==> src/rtl/cmdn_pkg.sv <==
package cmdn_pkg;
    localparam logic [7:0] OP_ENUM      = 8'h01;
    localparam logic [7:0] OP_RESET     = 8'h04;
    localparam logic [3:0] OP_JOB_NIB   = 4'h7;
    localparam logic [3:0] OP_RES_NIB   = 4'h8;
    localparam logic [7:0] OP_RESULT    = 8'h08;
    localparam logic [7:0] OP_WRREG     = 8'h09;
    localparam logic [7:0] OP_RDREG     = 8'h0a;
    localparam logic [7:0] OP_RDREG_ACK = 8'h1a;
    localparam logic [7:0] BCAST_ID     = 8'h00;

    typedef enum logic [2:0] {
        M_HDR, M_SKIP, M_WREG, M_JOB, M_ENUM, M_RDREG, M_RDRES
    } mode_e;
endpackage

==> src/rtl/cmdn_result_fifo.sv <==
module cmdn_result_fifo #(
    parameter int DEPTH = 4,
    parameter int W     = 35
) (
    input  logic         clk,
    input  logic         rst_n,
    input  logic         push,
    input  logic [W-1:0] din,
    input  logic         pop,
    input  logic         clr,
    output logic         empty,
    output logic [W-1:0] head
);
    localparam int AW = (DEPTH > 1) ? $clog2(DEPTH) : 1;
    localparam int CW = $clog2(DEPTH + 1);

    typedef struct packed {
        logic [DEPTH-1:0][W-1:0] mem;
        logic [AW-1:0]           rd;
        logic [AW-1:0]           wr;
        logic [CW-1:0]           cnt;
    } fifo_st_t;

    fifo_st_t st_d, st_q;
    logic do_push, do_pop;

    function automatic logic [AW-1:0] ptr_next(input logic [AW-1:0] p);
        return (p == AW'(DEPTH - 1)) ? '0 : p + 1'b1;
    endfunction

    always_comb begin
        st_d    = st_q;
        do_push = push && (st_q.cnt != CW'(DEPTH));
        do_pop  = pop && (st_q.cnt != '0);
        if (clr) begin
            st_d.rd  = '0;
            st_d.wr  = '0;
            st_d.cnt = '0;
        end else begin
            if (do_push) begin
                st_d.mem[st_q.wr] = din;
                st_d.wr           = ptr_next(st_q.wr);
            end
            if (do_pop) st_d.rd = ptr_next(st_q.rd);
            st_d.cnt = st_q.cnt + CW'(do_push) - CW'(do_pop);
        end
    end

    always_ff @(posedge clk or negedge rst_n) begin
        if (!rst_n) st_q <= '0;
        else        st_q <= st_d;
    end

    assign empty = (st_q.cnt == '0);
    assign head  = st_q.mem[st_q.rd];

    assert_no_overflow_R6: assert property (@(posedge clk) disable iff (!rst_n)
        st_q.cnt <= CW'(DEPTH));
    assert_pop_nonempty_R5: assert property (@(posedge clk) disable iff (!rst_n)
        pop |-> (st_q.cnt != '0));
    assert_clear_empties_R9: assert property (@(posedge clk) disable iff (!rst_n)
        clr |=> (st_q.cnt == '0));
endmodule

==> src/rtl/cmdn_reply_build.sv <==
module cmdn_reply_build (
    input  logic [15:0] pll_cfg,
    input  logic        pll_lock,
    input  logic        core_busy,
    input  logic        slots_full,
    input  logic [7:0]  core_count,
    input  logic [31:0] nonce,
    input  logic [1:0]  rem,
    output logic [15:0] reg_word,
    output logic [15:0] res_word
);
    // rem counts the reply words still to send: 3 = first register word.
    always_comb begin
        case (rem)
            2'd3:    reg_word = pll_cfg;
            2'd2:    reg_word = {7'b0, pll_lock, 6'b0, slots_full, core_busy};
            default: reg_word = {8'h00, core_count};
        endcase
        res_word = (rem == 2'd2) ? nonce[31:16] : nonce[15:0];
    end
endmodule

==> src/rtl/chain_cmd_node.sv <==
module chain_cmd_node
    import cmdn_pkg::*;
#(
    parameter int          JOB_SLOTS = 2,
    parameter int          RES_DEPTH = 4,
    parameter int          JOB_WORDS = 28,
    parameter logic [15:0] PLL_RST   = 16'h0000
) (
    input  logic        clk,
    input  logic        rst_n,
    input  logic        word_vld,
    input  logic [15:0] word_in,
    output logic [15:0] word_out,
    output logic [7:0]  chip_id,
    output logic [15:0] pll_cfg,
    input  logic        pll_lock,
    input  logic        core_busy,
    input  logic [7:0]  core_count,
    input  logic        core_take,
    output logic        job_word_vld,
    output logic [15:0] job_word,
    output logic        job_start,
    output logic [2:0]  job_tag,
    input  logic        res_push,
    input  logic [2:0]  res_tag,
    input  logic [31:0] res_nonce
);
    localparam int REG_WORDS   = 3;
    localparam int NONCE_WORDS = 2;
    localparam int CW = $clog2(JOB_WORDS + 1);
    localparam int SW = $clog2(JOB_SLOTS + 1);
    localparam int RW = 3 + 32;

    typedef struct packed {
        mode_e          mode;
        logic [CW-1:0]  cnt;
        logic           hit;
        logic [7:0]     id;
        logic           enum_done;
        logic [15:0]    pll;
        logic [31:0]    nonce;
        logic [SW-1:0]  slots;
        logic [2:0]     tag;
        logic [15:0]    out;
        logic           jvld;
        logic [15:0]    jword;
        logic           jstart;
    } node_st_t;

    node_st_t st_d, st_q;

    logic          fifo_pop, fifo_clr, fifo_empty;
    logic [RW-1:0] fifo_head;
    logic [15:0]   reg_word, res_word;
    logic          slots_full;
    logic [7:0]    cmd, tid;
    logic          for_me, bcast, inc, dec;

    assign slots_full = (st_q.slots == SW'(JOB_SLOTS));

    cmdn_result_fifo #(.DEPTH(RES_DEPTH), .W(RW)) u_res (
        .clk   (clk),
        .rst_n (rst_n),
        .push  (res_push),
        .din   ({res_tag, res_nonce}),
        .pop   (fifo_pop),
        .clr   (fifo_clr),
        .empty (fifo_empty),
        .head  (fifo_head)
    );

    cmdn_reply_build u_reply (
        .pll_cfg    (st_q.pll),
        .pll_lock   (pll_lock),
        .core_busy  (core_busy),
        .slots_full (slots_full),
        .core_count (core_count),
        .nonce      (st_q.nonce),
        .rem        (st_q.cnt[1:0]),
        .reg_word   (reg_word),
        .res_word   (res_word)
    );

    always_comb begin
        st_d        = st_q;
        st_d.jvld   = 1'b0;
        st_d.jstart = 1'b0;
        fifo_pop    = 1'b0;
        fifo_clr    = 1'b0;
        inc         = 1'b0;
        cmd         = word_in[15:8];
        tid         = word_in[7:0];
        bcast       = (tid == BCAST_ID);
        for_me      = st_q.enum_done && (tid == st_q.id);
        dec         = core_take && (st_q.slots != '0);

        if (word_vld) begin
            st_d.out = word_in;
            case (st_q.mode)
                M_HDR: begin
                    if (cmd == OP_ENUM && bcast) begin
                        st_d.mode = M_ENUM;
                    end else if (cmd == OP_WRREG) begin
                        st_d.mode = M_WREG;
                        st_d.cnt  = CW'(REG_WORDS);
                        st_d.hit  = for_me || bcast;
                    end else if (cmd == OP_RDREG && for_me) begin
                        st_d.out  = {OP_RDREG_ACK, st_q.id};
                        st_d.mode = M_RDREG;
                        st_d.cnt  = CW'(REG_WORDS);
                    end else if (cmd == OP_RDREG_ACK) begin
                        st_d.mode = M_SKIP;
                        st_d.cnt  = CW'(REG_WORDS);
                    end else if (cmd == OP_RESULT && (for_me || bcast) && !fifo_empty) begin
                        st_d.out   = {1'b0, fifo_head[RW-1:32], OP_RES_NIB, st_q.id};
                        st_d.nonce = fifo_head[31:0];
                        fifo_pop   = 1'b1;
                        st_d.mode  = M_RDRES;
                        st_d.cnt   = CW'(NONCE_WORDS);
                    end else if (cmd[3:0] == OP_RES_NIB && cmd[7:4] != 4'h0) begin
                        st_d.mode = M_SKIP;
                        st_d.cnt  = CW'(NONCE_WORDS);
                    end else if (cmd[3:0] == OP_JOB_NIB && cmd[7:4] <= 4'd4) begin
                        st_d.mode = M_JOB;
                        st_d.cnt  = CW'(JOB_WORDS);
                        st_d.tag  = cmd[6:4];
                        st_d.hit  = for_me && (cmd[7:4] != 4'h0) && !slots_full;
                    end else if (cmd == OP_RESET && (for_me || bcast)) begin
                        fifo_clr = 1'b1;
                    end
                end
                M_ENUM: begin
                    if (!st_q.enum_done) begin
                        st_d.id        = word_in[7:0] + 8'd1;
                        st_d.enum_done = 1'b1;
                        st_d.out       = {8'h00, word_in[7:0] + 8'd1};
                    end else begin
                        st_d.out = 16'h0000;
                    end
                    st_d.mode = M_HDR;
                end
                default: begin
                    case (st_q.mode)
                        M_WREG:  if (st_q.hit && st_q.cnt == CW'(REG_WORDS)) st_d.pll = word_in;
                        M_RDREG: st_d.out = reg_word;
                        M_RDRES: st_d.out = res_word;
                        M_JOB: begin
                            if (st_q.hit) begin
                                st_d.jvld  = 1'b1;
                                st_d.jword = word_in;
                                if (st_q.cnt == CW'(1)) begin
                                    st_d.jstart = 1'b1;
                                    inc         = 1'b1;
                                end
                            end
                        end
                        default: ;
                    endcase
                    st_d.cnt = st_q.cnt - 1'b1;
                    if (st_q.cnt == CW'(1)) st_d.mode = M_HDR;
                end
            endcase
        end

        if (fifo_clr) st_d.slots = '0;
        else          st_d.slots = st_q.slots + SW'(inc) - SW'(dec);
    end

    always_ff @(posedge clk or negedge rst_n) begin
        if (!rst_n) begin
            st_q      <= '0;
            st_q.mode <= M_HDR;
            st_q.pll  <= PLL_RST;
        end else begin
            st_q <= st_d;
        end
    end

    assign word_out     = st_q.out;
    assign chip_id      = st_q.id;
    assign pll_cfg      = st_q.pll;
    assign job_word_vld = st_q.jvld;
    assign job_word     = st_q.jword;
    assign job_start    = st_q.jstart;
    assign job_tag      = st_q.tag;

    assert_hold_R1: assert property (@(posedge clk) disable iff (!rst_n)
        !word_vld |=> $stable(word_out));
    assert_id_fixed_R2: assert property (@(posedge clk) disable iff (!rst_n)
        st_q.enum_done |=> $stable(st_q.id));
    assert_tag_valid_R7: assert property (@(posedge clk) disable iff (!rst_n)
        job_start |-> (job_tag != 3'd0 && job_tag <= 3'd4));
    assert_slots_bound_R8: assert property (@(posedge clk) disable iff (!rst_n)
        st_q.slots <= SW'(JOB_SLOTS));
endmodule

==> config.mk <==
export PLATFORM = sky130hd
export DESIGN_NAME = chain_cmd_node
export DESIGN_NICKNAME = d
export VERILOG_FILES = /design/src/rtl/cmdn_pkg.sv /design/src/rtl/cmdn_result_fifo.sv /design/src/rtl/cmdn_reply_build.sv /design/src/rtl/chain_cmd_node.sv
export SDC_FILE = /design/constraint.sdc
export NUM_CORES = 1
export LEC_CHECK = 0
export BUFFER_PORTS_ARGS = -buffer_cell sky130_fd_sc_hd__buf_2
export CAP_MARGIN = 20
export CORE_ASPECT_RATIO = 1.4
export CORE_MARGIN = 2
export CORE_UTILIZATION = 59
export CTS_CLUSTER_DIAMETER = 150
export DETAILED_ROUTE_END_ITERATION = 7
export GPL_ROUTABILITY_DRIVEN = 0
export MAX_ROUTING_LAYER = met4
export PLACE_DENSITY = 0.91
export SYNTH_ARGS = -nofsm -noshare
export SYNTH_HDL_FRONTEND = slang
export SYNTH_SLANG_ARGS = --single-unit
==> constraint.sdc <==
create_clock -name clk -period 3.8 [get_ports clk]
set_clock_uncertainty 0.2 [all_clocks]
set_input_delay 0.76 -clock clk [delete_from_list [all_inputs] [get_ports clk]]
set_output_delay 0.76 -clock clk [all_outputs]
set_load 0.01 [all_outputs]
# Word level (Yosys, flattened, before mapping)
# Cells that the tools add are included.
# totals
in_bits,66
word_cells,175
reg_bits,252
# op_classes
add_sub_neg,8
mux,65
n_bitwise,10
eq_ne,29
n_lt_le_gt_ge,4
reduce_logical,39
# op_table
operator,n
140-bit bitwise mux,1
16-bit one-hot mux with 2 select lines,3
16-bit 2-to-1 mux,5
18-bit 2-to-1 mux,4
35-bit binary-select mux with 2-bit select,1
35-bit demux with 2-bit select,1
35-bit 2-to-1 mux,2
8-bit 2-to-1 mux,5
1-bit 2-to-1 mux,26
"8-bit by 4-bit equality test with 1-bit output, second input constant",3
19-bit 2-to-1 mux,1
9-bit 2-to-1 mux,2
1-bit logical AND,15
3-bit 2-to-1 mux,5
4-bit AND reduction,3
"2-bit equality test, second input constant",5
2-bit 2-to-1 mux,5
"2-bit != test, second input constant",5
1-bit NOT,10
5-bit one-hot mux with 2 select lines,1
"3-bit equality test, second input constant",3
9-bit AND reduction,1
"8-bit by 1-bit adder with 8-bit output, second input constant",1
"8-bit by 1-bit equality test with 1-bit output, second input constant",1
other kinds (35),46

# Depth between registers and ports, before layout
# logic_depth
ltp_word,16
depth_mapped,13
mapped_depth_nobuf,13

# By module
# Synthesis repeated with hierarchy kept, for this count alone.
# unflattened
hier_cells,1012
area_unflattened_um2,13536.7
# by_module_without_submodules
mod,cells_each,seq_area_each_um2,area_each_um2,n_inst
cmdn_result_fifo,387,3678.5,7120.6,1
chain_cmd_node,580,2627.5,5983.2,1
cmdn_reply_build,45,0.0,432.9,1

# Worst setup path before layout
# Ideal clock, no wire load.
# synth_path
path_type,in2reg
start,in word_in[14]
end,reg u_res.st_q[1] (netlist name)
setup_ns,0.119
path_stages,11
slack_ns,-0.058
n_path_buf,2
arrival_time_ns,3.538
path_cell_list,buf_2 > or4_1 > clkbuf_2 > nor4_1 > and2_1 > and3_1 > ha_1 > inv_1 > ha_1 > fa_1 > and2_1
# synth_rtl
element,line,source
"start, declared",chain_cmd_node.sv:12,"input logic [15:0] word_in,"
"end signal, assigned",cmdn_result_fifo.sv:51,else st_q <= st_d;
"end, declared",cmdn_result_fifo.sv:24,"fifo_st_t st_d, st_q;"

# Final worst setup path
# layout_path
start,in word_in[15]
end,reg st_q[60] (netlist name)
# layout_via
elab_chain_cells,4
# layout_lines
element,line,source
8-bit by 4-bit equality test with 1-bit output (tied with other cells),chain_cmd_node.sv:114,end else if (cmd == OP_RESULT && (for_me || bcast) && !fifo_empty) begin
1-bit logical AND (on tied branches),"chain_cmd_node.sv:114, chain_cmd_node.sv:101, chain_cmd_node.sv:107",
1-bit logical AND or 1-bit NOT (tied branches),--,
7-bit AND reduction (no line) (*),--,
"end signal, assigned",chain_cmd_node.sv:175,st_q <= st_d;
"end, declared",chain_cmd_node.sv:50,"node_st_t st_d, st_q;"
# Mark *: on every way between the ends. The rest lies on a longest branch, timed or not.
# A chain may end at the register's enable or synchronous reset.

==> summary.txt <==
Run status
  • Status: finished clean

Global routing
  • Total Routing Usage GR: 0.284
  • Met1 usage: 0.338
  • Remaining Overflow, GRT: 0
  • Layer with the highest usage: met2
  • Vias in the first global route: 8,932
  • First-pass GRT wire length: 48,300 um
  • Largest net degree at the start of global routing: 92
  • GR Util met2: 0.471
  • Antenna violations before repair: 2
  • M3 GR Usage: 0.0454

Die
  • Initial Utilization: 0.602
  • I/O pins: 127
  • Core box area: 20,600 um2
  • Die Span Y: 176 um
  • Row cnt: 62
  • Chip Width: 127 um
  • Die Area: 22,300 um2

Clocking
  • Clock slew at reported path FFs: roughly 0.060 ns
  • Clock sink count: 252
  • CTS tree: built
  • CTS buffer count: 24
  • Worst-Skew Late Latency: 0.52 ns
  • H-tree levels: 1
  • Setup bufs post-CTS: 0
  • Hold Buf Count CTS: 0
  • Clk buf depth: 3
  • CTS resizes: 0
  • Root Driver: clkbuf_16

Setup path
  • Crit path depth: 7
  • Worst-path fanout max: 34
  • Worst path arrival time: 3.43 ns
  • Cell family with most CP delay: simple AND/OR/NAND/NOR gates
  • Cell Chain, Critical Path: buf_2, or4_1, or4_1, or4_1, a21oi_4, buf_12, mux2_2
  • CP Launch Type: input pin
  • Buffers and inverters on the worst path: 2
  • Reg2Reg Depth: 10
  • Most used cell, CP: or4_1
  • Largest stage delay, worst path: around 0.6 ns
  • Slowest cell on crit path: or4_1
  • Data required time of the worst path: 4.00 ns
  • Setup CP Type: input pin to flip-flop
  • Crit. End Element: flip-flop

Detailed routing
  • Drt first pass iters: 6
  • DR vias/cell: around 6.3
  • Number of routed nets with antenna violations: 0
  • Routed wire per std cell: around 22 um
  • Total number of vias: 8,598
  • Drt total wl: 30,400 um
  • DRC: 0
  • 1st-iter DRT viols: 1,082

STA
  • Fin crit share: 0.848
  • F_max: between 0.3 and 0.4 GHz
  • Post-route setup slack: 0.576 ns
  • Worst Tran Pin Value: about 0.77 ns
  • Slew Limit Fails: 0
  • Slew headroom: 0.486
  • Final Hold Viols: 0
  • Fin Setup TNS: 0 ns
  • Setup violators final: 0
  • Min Tclk post-route: 3.22 ns
  • RSZ-0062 raised after global routing: false

Finish
  • Share of layout cells above drive strength 1: 0.407
  • Commonest non-fill, non-tap cells in the layout: 251 x dfrtp_1, 190 x mux2_2, 125 x buf_2
  • Fillers: 1,381
  • Design Area, Final: around 14,000 um2
  • Most common cell after layout, fill and taps aside: dfrtp_1
  • Layout area overhead: 12.0%
  • Final #Nets: 1,163

Placed design
  • Placed Area: between 10,000 and 15,000 um2
  • Number of buffers added on ports: ~130
  • Dpl ws: ~0.081 ns
  • Hpwl dp: ~20,000 um

Power and ir drop
  • PD cells: ~660 nW/um2
  • Lkg Pwr: about 6.3 nW
  • Worst vdd ir: around 0.42 mV

Yosys
  • Ys flop type: dfrtp_1
  • Yosys warnings: 0
  • Syn avg cell area: ~12 um2
  • EDFF count, synth: 0
  • Synth unique cells: 62
  • Mapped cell area: roughly 12,000 um2
  • Cells after synthesis: roughly 1,000
  • Post-synth ARST share: 1.00
  • Sequential area share after synthesis: 0.507
  • Post-Syn Nets: between 1,000 and 1,500
  • #FFs+latches synth: about 250

Job
  • Max-Cap Viols: 0

Hold path
  • HP Class: input pin to asynchronous set/reset pin
synthesized netlist by cell type (all sizes together) (5+ instances only):
master	count	share of area
a211oi	5	0.0030
a21oi	34	0.015
a221o	5	0.0040
a221oi	7	0.0049
a22oi	9	0.0054
and2	6	0.0030
and3	6	0.0030
buf	77	0.043
clkbuf	43	0.013
dfrtp	252	0.51
ha	15	0.015
inv	21	0.0063
mux2	193	0.17
mux2i	19	0.015
mux4	35	0.063
nand2	77	0.023
nand3	10	0.0040
nor2	44	0.013
nor3	11	0.0044
nor4	5	0.0025
o21ai	33	0.013
o221ai	10	0.0070
o22ai	7	0.0035
xnor2	15	0.011
registers in the layout, summed over array words and instances (netlist names):
register and cells:
chip_id 8, job_word_vld 1, job_word 16, st_q 44
job_tag 3, job_start 1, word_out 16, u_res.st_q 147
pll_cfg 16
worst reg2reg max path, cell delays in order (launching register included):
cell and delay (ns):
dfrtp_1 0.43, xnor2_1 0.35, nand4_1 0.25, o31ai_1 0.43, and2_1 0.21, and3_1 0.17
ha_1 0.23, inv_1 0.06, ha_1 0.15, fa_1 0.42, and2_1 0.15
routing by layer:
layer | vias to the layer above | routed length, um
met5 | - | 0
met3 | 109 | 1830
met4 | 0 | 1440
met1 | 4334 | 11700
li1 | 3745 | -
met2 | 410 | 15400
final timing paths:
check | startpoint | endpoint | slack [ns]
max in group asynchronous | rst_n | st_q[39] | 2.33
max | word_in[15] | st_q[60] | 0.58
min reg2reg | job_word[5] | job_word[5] | 0.27
min | rst_n | u_res.st_q[103] | 0.06
max reg2reg | chip_id[6] | u_res.st_q[1] | 0.64
min in group clk | job_word[5] | job_word[5] | 0.27
power by group:
group	internal, mW	switching [mW]	total [mW]
clock	1.36	1.01	2.37
combinational	1.43	1.20	2.64
sequential	3.58	0.546	4.13
total	6.37	2.76	9.14
kinds of logic (layout without fill, tap and decap cells):
family	Yosys count	count (layout)	synth area share
mux	247	247	0.254
compound gates	138	138	0.0749
other cells	0	2	0
fa+ha+maj	16	16	0.0167
xor+xnor	19	19	0.0134
flops	252	252	0.507
simple gates	189	189	0.0713
buf+inv	142	237	0.0629
area by class of cell:
| type | count | area, um2 | share of cell area |
|---|---|---|---|
| sequential | 252 | 6310 | 0.453 |
| multi-input combinational | 609 | 5350 | 0.384 |
| timing repair buffer | 172 | 1060 | 0.0762 |
| clock buffer | 35 | 743 | 0.0534 |
| tap | 256 | 320 | 0.0230 |
| inverter | 22 | 82.6 | 0.00593 |
| clock inverter | 8 | 51.3 | 0.00369 |
| antenna | 2 | 5.00 | 0.000360 |
through the flow:
stage	power, mW	utilization	hold slack [ns]	cells
2_1_floorplan	5.92	-	0.247	1003
3_3_place_gp	6.51	0.636	0.253	1311
3_5_place_dp	6.71	0.636	0.260	1311
4_1_cts	9.14	0.674	0.0755	1354
5_1_grt	9.54	0.675	0.114	1356
6_report	9.14	0.675	0.0601	1356
(Power assumes the default switching activity.)
